===== config.mk =====
export PLATFORM = sky130hd
export DESIGN_NAME = ta_guard
export DESIGN_NICKNAME = d
export VERILOG_FILES = /design/src/rtl/ta_pkg.sv /design/src/rtl/ta_seq_fsm.sv /design/src/rtl/ta_prot_regs.sv /design/src/rtl/ta_guard.sv
export SDC_FILE = /design/constraint.sdc
export NUM_CORES = 1
export LEC_CHECK = 0
export BUFFER_PORTS_ARGS = -buffer_cell sky130_fd_sc_hd__buf_2
export CORE_UTILIZATION = 30
export DETAILED_ROUTE_END_ITERATION = 12
export SLEW_MARGIN = 20
export SYNTH_ARGS = -nofsm -noshare
export SYNTH_HDL_FRONTEND = slang
export SYNTH_SLANG_ARGS = --single-unit

===== constraint.sdc =====
create_clock -name clk -period 2.1 [get_ports clk]
set_input_delay 0.315 -clock clk [delete_from_list [all_inputs] [get_ports clk]]
set_output_delay 0.315 -clock clk [all_outputs]
set_load 0.05 [all_outputs]

===== src/rtl/ta_pkg.sv =====
package ta_pkg;
    typedef enum logic [1:0] {
        ST_IDLE  = 2'd0,
        ST_ARMED = 2'd1,
        ST_OPEN  = 2'd2
    } ta_state_e;

    localparam logic [7:0] KEY_FIRST  = 8'hAA;
    localparam logic [7:0] KEY_SECOND = 8'h55;
endpackage


===== src/rtl/ta_seq_fsm.sv =====
module ta_seq_fsm
    import ta_pkg::*;
#(
    parameter int TIMEOUT_TICKS = 3,
    parameter int WINDOW_TICKS  = 4
) (
    input  logic       clk,
    input  logic       rst_n,
    input  logic       cyc_tick,
    input  logic       key_wr,
    input  logic [7:0] key_data,
    output logic       window_open
);
    localparam int MAXT = (TIMEOUT_TICKS > WINDOW_TICKS) ? TIMEOUT_TICKS : WINDOW_TICKS;
    localparam int CW   = $clog2(MAXT + 1);
    localparam logic [CW-1:0] TO_LAST  = CW'(TIMEOUT_TICKS - 1);
    localparam logic [CW-1:0] WIN_LAST = CW'(WINDOW_TICKS - 1);

    ta_state_e     state, state_nx;
    logic [CW-1:0] cnt, cnt_nx;

    // next-state logic
    always_comb begin
        state_nx = state;
        cnt_nx   = cnt;
        unique case (state)
            ST_IDLE: begin
                if (key_wr && key_data == KEY_FIRST) begin
                    state_nx = ST_ARMED;   // arm
                    cnt_nx   = '0;
                end
            end
            ST_ARMED: begin
                if (key_wr) begin
                    cnt_nx = '0;
                    if (key_data == KEY_SECOND)     state_nx = ST_OPEN;   // unlock
                    else if (key_data == KEY_FIRST) state_nx = ST_ARMED;  // rearm
                    else                            state_nx = ST_IDLE;   // abandon
                end else if (cyc_tick) begin
                    if (cnt == TO_LAST) begin
                        state_nx = ST_IDLE;         // expire
                        cnt_nx   = '0;
                    end else begin
                        cnt_nx = cnt + 1'b1;
                    end
                end
            end
            ST_OPEN: begin
                if (cyc_tick) begin
                    if (cnt == WIN_LAST) begin
                        state_nx = ST_IDLE;         // close
                        cnt_nx   = '0;
                    end else begin
                        cnt_nx = cnt + 1'b1;
                    end
                end
            end
            default: begin
                state_nx = ST_IDLE;
                cnt_nx   = '0;
            end
        endcase
    end

    // state register
    always_ff @(posedge clk or negedge rst_n) begin
        if (!rst_n) begin
            state <= ST_IDLE;
            cnt   <= '0;
        end else begin
            state <= state_nx;
            cnt   <= cnt_nx;
        end
    end

    // outputs
    always_comb begin
        window_open = (state == ST_OPEN);
    end

    p_open_after_key_r2: assert property (@(posedge clk) disable iff (!rst_n)
        $rose(window_open) |-> $past(key_wr && key_data == KEY_SECOND && state == ST_ARMED));
    p_deadline_r3: assert property (@(posedge clk) disable iff (!rst_n)
        (state == ST_ARMED) |-> (cnt < CW'(TIMEOUT_TICKS)));
    p_window_len_r4: assert property (@(posedge clk) disable iff (!rst_n)
        (state == ST_OPEN) |-> (cnt < CW'(WINDOW_TICKS)));
    p_no_stray_unlock_r8: assert property (@(posedge clk) disable iff (!rst_n)
        (state == ST_IDLE && key_wr && key_data != KEY_FIRST) |=> (state == ST_IDLE));
endmodule


===== src/rtl/ta_prot_regs.sv =====
module ta_prot_regs #(
    parameter int          NUM_REGS  = 3,
    parameter logic [7:0]  REG_BASE  = 8'hD0,
    parameter logic [NUM_REGS-1:0] PROT_MASK = 3'b011
) (
    input  logic       clk,
    input  logic       rst_n,
    input  logic       window_open,
    input  logic       bus_we,
    input  logic [7:0] bus_addr,
    input  logic [7:0] bus_wdata,
    output logic [7:0] rd_data,
    output logic       rd_hit,
    output logic       addr_protected
);
    logic [7:0]          q   [NUM_REGS];
    logic [NUM_REGS-1:0] hit;

    for (genvar i = 0; i < NUM_REGS; i++) begin : g_reg
        localparam logic [7:0] MY_ADDR = REG_BASE + 8'(i);
        assign hit[i] = (bus_addr == MY_ADDR);
        logic wen;
        assign wen = bus_we && hit[i] && (!PROT_MASK[i] || window_open);

        always_ff @(posedge clk or negedge rst_n) begin
            if (!rst_n)   q[i] <= '0;
            else if (wen) q[i] <= bus_wdata;
        end

        if (PROT_MASK[i]) begin : g_chk
            p_discard_closed_r5: assert property (@(posedge clk) disable iff (!rst_n)
                (bus_we && hit[i] && !window_open) |=> $stable(q[i]));
            p_accept_open_r6: assert property (@(posedge clk) disable iff (!rst_n)
                (bus_we && hit[i] && window_open) |=> (q[i] == $past(bus_wdata)));
        end
    end

    always_comb begin
        rd_data        = '0;
        addr_protected = 1'b0;
        for (int k = 0; k < NUM_REGS; k++) begin
            if (hit[k]) begin
                rd_data        = q[k];
                addr_protected = PROT_MASK[k];
            end
        end
    end

    assign rd_hit = |hit;

    p_one_hit_r10: assert property (@(posedge clk) disable iff (!rst_n) $onehot0(hit));
endmodule


===== src/rtl/ta_guard.sv =====
module ta_guard #(
    parameter logic [7:0] KEY_ADDR      = 8'hC7,
    parameter int         TIMEOUT_TICKS = 3,
    parameter int         WINDOW_TICKS  = 4,
    parameter int         NUM_REGS      = 3,
    parameter logic [7:0] REG_BASE      = 8'hD0,
    parameter logic [NUM_REGS-1:0] PROT_MASK = 3'b011
) (
    input  logic       clk,
    input  logic       rst_n,
    input  logic       cyc_tick,
    input  logic       bus_we,
    input  logic [7:0] bus_addr,
    input  logic [7:0] bus_wdata,
    output logic [7:0] bus_rdata,
    output logic       window_open,
    output logic       addr_protected
);
    logic       key_wr;
    logic [7:0] reg_rd;
    logic       reg_hit;

    assign key_wr = bus_we && (bus_addr == KEY_ADDR);

    ta_seq_fsm #(
        .TIMEOUT_TICKS(TIMEOUT_TICKS),
        .WINDOW_TICKS (WINDOW_TICKS)
    ) u_fsm (
        .clk        (clk),
        .rst_n      (rst_n),
        .cyc_tick   (cyc_tick),
        .key_wr     (key_wr),
        .key_data   (bus_wdata),
        .window_open(window_open)
    );

    ta_prot_regs #(
        .NUM_REGS (NUM_REGS),
        .REG_BASE (REG_BASE),
        .PROT_MASK(PROT_MASK)
    ) u_regs (
        .clk           (clk),
        .rst_n         (rst_n),
        .window_open   (window_open),
        .bus_we        (bus_we),
        .bus_addr      (bus_addr),
        .bus_wdata     (bus_wdata),
        .rd_data       (reg_rd),
        .rd_hit        (reg_hit),
        .addr_protected(addr_protected)
    );

    // unlock register is write-only: reads return zero
    assign bus_rdata = reg_hit ? reg_rd : 8'h00;

    p_key_reads_zero_r1: assert property (@(posedge clk) disable iff (!rst_n)
        (bus_addr == KEY_ADDR) |-> (bus_rdata == 8'h00));
endmodule


==> results.md, run 1 <==
- The DRC violation total after the first TritonRoute iteration is 42.
- The CTS H-tree depth is 2.
- For this design the ratio of total power to cell area is around 540 nW/µm².
- For this design the top-level I/O count stands at 30.
- The layout has between 500 and 600 filler cells.
- The proportion of synthesized chip area in sequential cells is 0.428.
- The slew of the pin with the lowest slew margin is between 0.6 and 0.7 ns.
- Setup violations remaining at the end of the flow were counted as 0.
- The detailed-route via count is 1,198.
- In the post-synthesis netlist, the biggest area contributors are dfrtp_1 43%, mux2_2 16%, mux2i_1 5.3%.
- Synthesis produced between 100 and 150 cells.
- The internal power summed over all cells is approximately 830 µW.
- The number of antenna violations at the first check in global routing is 0.
- Max-cap violations in this run came to 0.
- The clock arrives with ~0.0071 ns of skew.
- The final-layout setup total negative slack is 0 ns.
- The first-pass GRT wire length is around 6000 µm.
- Counting flops and latches in the post-synthesis netlist gives 29.
- Of the total power, the clock network draws 0.404.
- The routed length per placed instance is about 14 µm.
- Summing all flip-flop and latch instances after layout gives around 730 µm².
- The via count of the first global-routing pass was approximately 1,200.
- The number of cells on the worst reg-to-reg path is 4.
- During synthesis, Yosys emitted a total of 0 warnings.
- The total die area is between 5000 and 6000 µm².
- The die is around 77 µm wide.
- In this run the remaining antenna-violating nets after routing total 0.
- Averaged over all synthesized cells, the footprint is approximately 12 µm².
- The number of buffers on the longest clock path is 2.
- The fraction of power consumed by combinational cells is 0.080.
- The area growth from synthesis to layout is 20.7%.
- The layout cell share with drive strength beyond 1 is 0.435.
- Data on the critical path arrives at its endpoint at around 1.5 ns.
- After clock tree synthesis, the clock-pin slew on the worst setup and hold paths is about 0.07 ns.
- The multi-input logic area is around 930 µm².
- The highest ir drop seen on vdd is 0.181 mV.
- In the routed design, unresolved DRC markers number 0.
- The synthesized cell area is ~1700 µm².
- The final weighted congestion of routability-driven global placement is ~0.75.
- Gates resized during post-CTS repair numbered 0.
- The startpoint identified for the worst register-to-register timing path is u_fsm.state[0].
- The number of hold violations in the final report came to 0.
- After the last flow step, the layout net total stands at 210.
- The initial core utilization is 0.310.
- The core box area is roughly 5500 µm².
- TritonCTS built the clock tree.
- The number of max-slew violations in the final report is 0.
- The switching fraction of total power is 0.250.
- The biggest area contributor in the post-synthesis netlist is dfrtp_1.
- In this run, post-CTS hold repair placed 0 buffers.
- The net switching power is ~280 µW.
- For this design the static power due to leakage is roughly 1 nW.
- Buffers inserted during clock tree synthesis total 5.
- The total overflow left after global routing is 0.
- The min-delay analysis places its worst path in the category in2async.
- The share of synthesized area in the top cell type comes to 0.428.
- The run finished with clean final reports.
- The source-to-sink clock delay at the later pin of the worst-skew pair is 0.28 ns.
- Synthesis instantiated 35 different standard cells from the library.
- The root buffer cell is clkbuf_8.
- Setup slack on the worst reg-to-reg path comes out at ~0.34 ns.
- 0 antenna diodes ended up in the layout.
- The height of the chip is ~77 µm.
- The worst setup path is launched from an input port.
- The row count is 27.
- The number of clock sinks is 29.
- The total wire length after detailed routing is around 3600 µm.
- The HPWL after detailed placement is about 2700 µm.
- The type of element capturing the critical path is a primary output.
- The number of port buffers is 29.
- Of all nets on the critical path, the largest fanout is 8.
- Setup repair after global routing left no endpoint under its margin.
- The endpoint of the lowest-slack register-to-register path is u_regs.q[16].
- The worst path in the final design needs a cycle of roughly 1.8 ns, including I/O delays and setup.
- By startpoint and endpoint, the worst setup path is classified as in2out.
- When the netlist entered floorplanning its net count stood at between 150 and 200.
- The maximum number of pins on one net before global-route repair is 30.
- In the finished design, the share of the clock period the worst path needs comes to 0.840.
- The maximum clock frequency is 567 MHz.
- The headroom to the max-slew limit is 0.569.
- The per-cell via count in the routed design is around 4.7.
- In this run the post-CTS setup repair buffer count came out at 0.
- Across every metal layer, demand over resource in global routing totals 0.136.
- The share of total power dissipated in sequential elements is 0.516.
- For the worst setup path, the data required time is between 1.5 and 2 ns.
- The total iterations of the first detailed-routing run is 4.
- The worst hold-check slack is 0.0569 ns.
-- metrics by stage --
step / area (µm²) / cells / power, mW / util / setup slack, ns
finish: 2050 / 256 / 1.11 / 0.374 / 0.336
global route: 2050 / 256 / 1.15 / 0.374 / 0.219
CTS: 2050 / 256 / 1.12 / 0.374 / 0.322
detailed placement: 1960 / 248 / 0.671 / 0.358 / 0.168
global placement: 1960 / 248 / 0.669 / 0.358 / 0.199
floorplan: 1700 / 145 / 0.615 / - / 0.0955
-- critical path, stage by stage --
cell,delay (ns)
buf_2,0.09
and4bb_2,0.35
nand3b_4,0.11
buf_4,0.19
nor2_1,0.11
buf_2,0.27
-- per-layer routing --
layer,global-route usage,share of wire,vias up,routed length [µm]
met5,0,0,-,0
met4,0.0509,0.013,0,48
met3,0.0440,0.055,4,200
met2,0.226,0.48,25,1750
met1,0.162,0.45,574,1650
li1,-,-,595,-
-- cells in the mapped netlist --
library cell	n
nand3b_4	1
a32o_1	1
buf_4	2
and4b_1	2
nand3_1	2
nor3b_4	1
mux2_4	3
nand3_2	1
a211o_4	1
nor4bb_1	2
nor2b_1	2
nor2_2	2
dfrtp_1	29
and4bb_2	1
mux2_2	24
nand2b_1	2
ha_1	7
mux2i_1	9
a21oi_1	9
and4_1	1
nand3b_1	1
nor3b_1	1
nand2b_4	1
inv_1	5
o21ai_0	2
o22a_1	1
nand4_1	2
clkbuf_1	2
nand2_1	3
nand4b_1	2
nor4_4	1
o211ai_1	1
a21boi_0	2
buf_2	1
nor2_1	18
-- cell families (layout without fill, tap and decap cells) --
group,after synthesis,after routing,synth area share
AOI/OAI and AO/OA,17,17,0.0672
adders and majority gates,7,7,0.0517
buffers and inverters,10,49,0.0273
DFF,29,29,0.428
muxes,36,36,0.239
and+or+nand+nor,46,46,0.187
-- state kept, by name, indices dropped and copies added, names as in the netlist --
signal and count:
u_fsm.cnt 3, u_regs.q 24, u_fsm.state 2
-- power by group through the flow --
stage	logic, mW	registers (mW)	clock network, mW
finish	0.0885	0.571	0.447
global route	0.0977	0.571	0.486
CTS	0.0899	0.571	0.460
detailed placement	0.0895	0.581	0
global placement	0.0881	0.581	0
floorplan	0.0347	0.580	0
-- layout make-up --
class                      count  share of cell area
timing repair buffer          36              0.0966
inverter                       5             0.00917
clock buffer                   5              0.0336
tap                           72              0.0440
multi-input combinational    106               0.454
sequential                    29               0.355
clock inverter                 3             0.00856
-- worst max path at each step --
stage | startpoint | end | slack, ns | cells past startpoint
5_1_grt | u_fsm.state[0] | u_regs.q[16] | 0.22 | 4
3_5_place_dp | bus_addr[5] | u_regs.q[16] | 0.17 | 6
6_report | bus_addr[5] | bus_rdata[0] | 0.34 | 6
2_1_floorplan | bus_addr[1] | bus_rdata[0] | 0.1 | 5
3_3_place_gp | bus_addr[5] | u_regs.q[16] | 0.20 | 6
4_1_cts | bus_addr[5] | bus_rdata[7] | 0.32 | 6
-- cells in the final DEF (no fill, tap or decap), types with 3 or more instances in the layout --
cell	netlist	layout
dfrtp_1	29	29
mux2i_1	9	9
ha_1	7	7
mux2_4	3	3
clkbuf_8	0	5
buf_4	2	7
buf_2	1	29
nor2_1	18	18
inv_1	5	5
a21oi_1	9	9
mux2_2	24	24
nand2_1	3	3
(Power assumes the default switching activity.)
==> run 2, diff against run 1 <==
==> constraint.sdc (replaced) <==
create_clock -name clk -period 1.7 [get_ports clk]
set_input_delay 0.255 -clock clk [delete_from_list [all_inputs] [get_ports clk]]
set_output_delay 0.255 -clock clk [all_outputs]
set_load 0.05 [all_outputs]
==> run 2 against run 1 <==
The run now ends with negative hold slack left; global-route usage grew 1.4 points; cell count grew 4.7%; clock power grew 65%; setup slack lost 0.27 ns; largest cell class unchanged; first-iteration DRC count grew 48%.
==> results.md, run 2 (same netlist as run 1, synthesis figures left out) <==
- The kind of start point of the critical path is an input port.
- The global routing met2 resource utilization is 0.235.
- The longest clock path from root to sink contains 2 buffers.
- The total overflow left after global routing is 0.
- The share of the core filled with cells is 0.405.
- The CTS H-tree depth is 2.
- The worst hold-check slack is -0.0102 ns.
- The number of max-slew violations in the final report is 0.
- The checks that failed: negative hold slack.
- In this run the count of I/O pins placed on the die edge is 30.
- The post-placement setup slack is -0.0987 ns.
- The fraction of power consumed by combinational cells is 0.079.
- The top register by number of flip-flops is u_regs.q.
- The initial core utilization is 0.310.
- The synthesis-to-finish area growth is 30.7%.
- The type of element capturing the critical path is a primary output.
- The global-route track usage on met1 is 0.190.
- The switching fraction of total power is 0.214.
- The number of remaining DRC errors is 0.
- The root buffer cell chosen for the clock tree is clkbuf_8.
- The largest registers in the layout are u_regs.q x24, u_fsm.cnt x3, u_fsm.state x2.
- The final total power is roughly 1.6 mW.
- The first-pass GRT wire length is approximately 6700 µm.
- Clock tree synthesis inserted a total of 5 buffers.
- The register with the most flip-flops in the layout has 24 of them.
- The first TritonRoute pass finished after 4 iterations.
- The count of nets left with antenna violations once routing finished came out at 0.
- The number of hold buffers added after CTS was 0.
- Setup violations remaining at the end of the flow were counted as 0.
- In this run the horizontal extent of the chip is between 70 and 80 µm.
- The internal portion of the total power is about 1.2 mW.
- The sequential share of power is 0.450.
- The flow ran to the end, but the final reports show violations.
- Using the TritonRoute via totals, the vias-per-cell ratio works out to roughly 4.8.
- The number of antenna violations at the first check in global routing came to 0.
- The congestion estimate from routability-driven global placement came to approximately 0.83.
- The cell type of the slowest stage on the worst timing path is and4bb_2.
- The count of fill cells added during filler insertion is roughly 530.
- The shortest clock period the worst path allows after layout is approximately 1.6 ns.
- Along the worst path, the maximum fanout reaches 9.
- The headroom to the max-slew limit is 0.572.
- Setup repair after global routing left no endpoint under its margin.
- The floorplan step defined a die boundary enclosing between 5000 and 6000 µm².
- The cell type with the highest occurrence count on the critical path is buf_2.
- The via count of the first global-routing pass is between 1,000 and 1,500.
- Measured along the y axis, the die boundary spans between 70 and 80 µm.
- The number of hold violations in the final report is 16.
- The global routing usage on met3 is 0.0298.
- In this run the power spent charging and discharging nets is ~340 µW.
- The class of the tightest hold or removal check is in2async.
- The number of port buffers is 29.
- The clock share of power is 0.471.
- The DRC violation total after the first TritonRoute iteration is a little over 60.
- In the final layout, the share of cells above drive strength 1 is 0.474.
- Dividing total power by cell area gives a power density of 708 nW/µm².
- For this design, the sink count on the clock tree is 29.
- The number of max-cap violations is 0.
- The setup path with the least slack is of type in2out.
- The overall global routing resource usage is 0.150.
- Of the available clock period, the critical path in the final layout requires 0.963.
- In this run, post-CTS repair resized a total of 0 instances.
- Entering global routing, the biggest net connects 30 pins.
- The total wire length after detailed routing is approximately 3900 µm.
- The HPWL after detailed placement is just under 3000 µm.
- The maximum clock skew at final layout is 0.00504 ns.
- Timing would allow up to 611 MHz.
- The setup slack after layout is 0.0626 ns.
- The source-to-sink clock delay at the later pin of the worst-skew pair is between 0.2 and 0.3 ns.
- The clock tree from TritonCTS is built.
- Clock-pin slew was measured on the worst setup and hold paths at 0.06 ns.
- IR analysis of the VDD net gives a maximum drop of roughly 0.41 mV.
- The detailed-route via count is 1,289.
- Summed over all cells, the static leakage comes to about 1.1 nW.
- met2 is the most crowded layer.
- At the worst endpoint, the arrival time is between 1 and 1.5 ns.
- The repair_antennas step left the layout with diodes totalling 0.
- The library cells used most frequently in the layout, excluding fill and tap cells, are 29 x buf_2, 29 x dfrtp_1, 19 x mux2_2.
- The net count of the finished layout is approximately 220.
- STA puts the critical path data required time at ~1.4 ns.
- The stage delay of the slowest cell on the critical path is approximately 0.35 ns.
- Traced cell by cell, the critical path runs through buf_2, and4bb_2, nand3b_4, buf_12, nor2_1, buf_2.
- The row count is 27.
- After floorplanning, the core was sized to cover 5470 µm².
- The number of buffers added for setup after CTS is 0.
- In the final routed layout, each cell accounts on average for ~14 µm.
- At the pin with the least slew margin, the transition time is about 0.64 ns.
run 2: cell count changes in the layout (fill, tap and decap cells not counted):
cell	previous run	this run
buf_12	0	2
buf_4	7	17
bufinv_16	0	1
clkbuf_1	0	1
clkbuf_8	5	6
clkinv_2	2	0
clkinvlp_4	1	0
ha_1	7	6
ha_2	0	1
mux2_2	24	19
mux2_4	3	8
nor2_1	18	17
nor2_2	1	2
run 2: worst paths after layout:
kind	depth (start not counted)	slack [ns]	endpoint	from
worst min register to register	1	0.51	u_regs.q[13]	u_regs.q[13]
min in group clk	2	0.26	u_regs.q[6]	bus_wdata[6]
worst min-delay path	1	-0.01	u_fsm.state[0]	rst_n
worst max-delay path	6	0.06	bus_rdata[4]	bus_addr[5]
worst max register to register	5	0.08	u_regs.q[14]	u_fsm.state[0]
max in group asynchronous	1	1.29	u_regs.q[5]	rst_n
run 2: worst max-delay path, delay by kind of cell:
family,cells,cell delay [ns]
simple gates,3,0.59
buf+inv,3,0.53
run 2: layer usage:
layer / wire [µm] / up-vias
met5: 0 / -
met4: 94 / 0
met3: 143 / 7
met2: 1840 / 32
met1: 1790 / 626
li1: - / 624
run 2: power by group through the flow:
stage	sequential (mW)	clock [mW]	combinational (mW)
finish	0.705	0.739	0.123
global route	0.706	0.798	0.137
global placement	0.717	0	0.125
CTS	0.705	0.760	0.126
floorplan	0.717	0	0.0431
detailed placement	0.718	0	0.125
run 2: through the flow:
stage / TNS (ns) / hold WS [ns] / std cells / cell area [µm²]
finish: 0 / -0.0102 / 268 / 2220
global route: 0 / 0.0466 / 268 / 2220
CTS: 0 / 0.0228 / 268 / 2220
detailed placement: -1.44 / 0.328 / 260 / 2100
global placement: -1.18 / 0.333 / 260 / 2100
floorplan: -4.04 / -0.0406 / 145 / 1730
run 2: final cells by class:
cell class / instances / area (µm²) / area share
flip-flops and latches: 29 / 726 / 0.327
well taps: 72 / 90.1 / 0.0407
clock inverters: 1 / 30.0 / 0.0136
clock buffers: 7 / 86.3 / 0.0390
inverters: 5 / 18.8 / 0.00847
multi-input cells: 106 / 952 / 0.430
repair buffers: 48 / 313 / 0.141
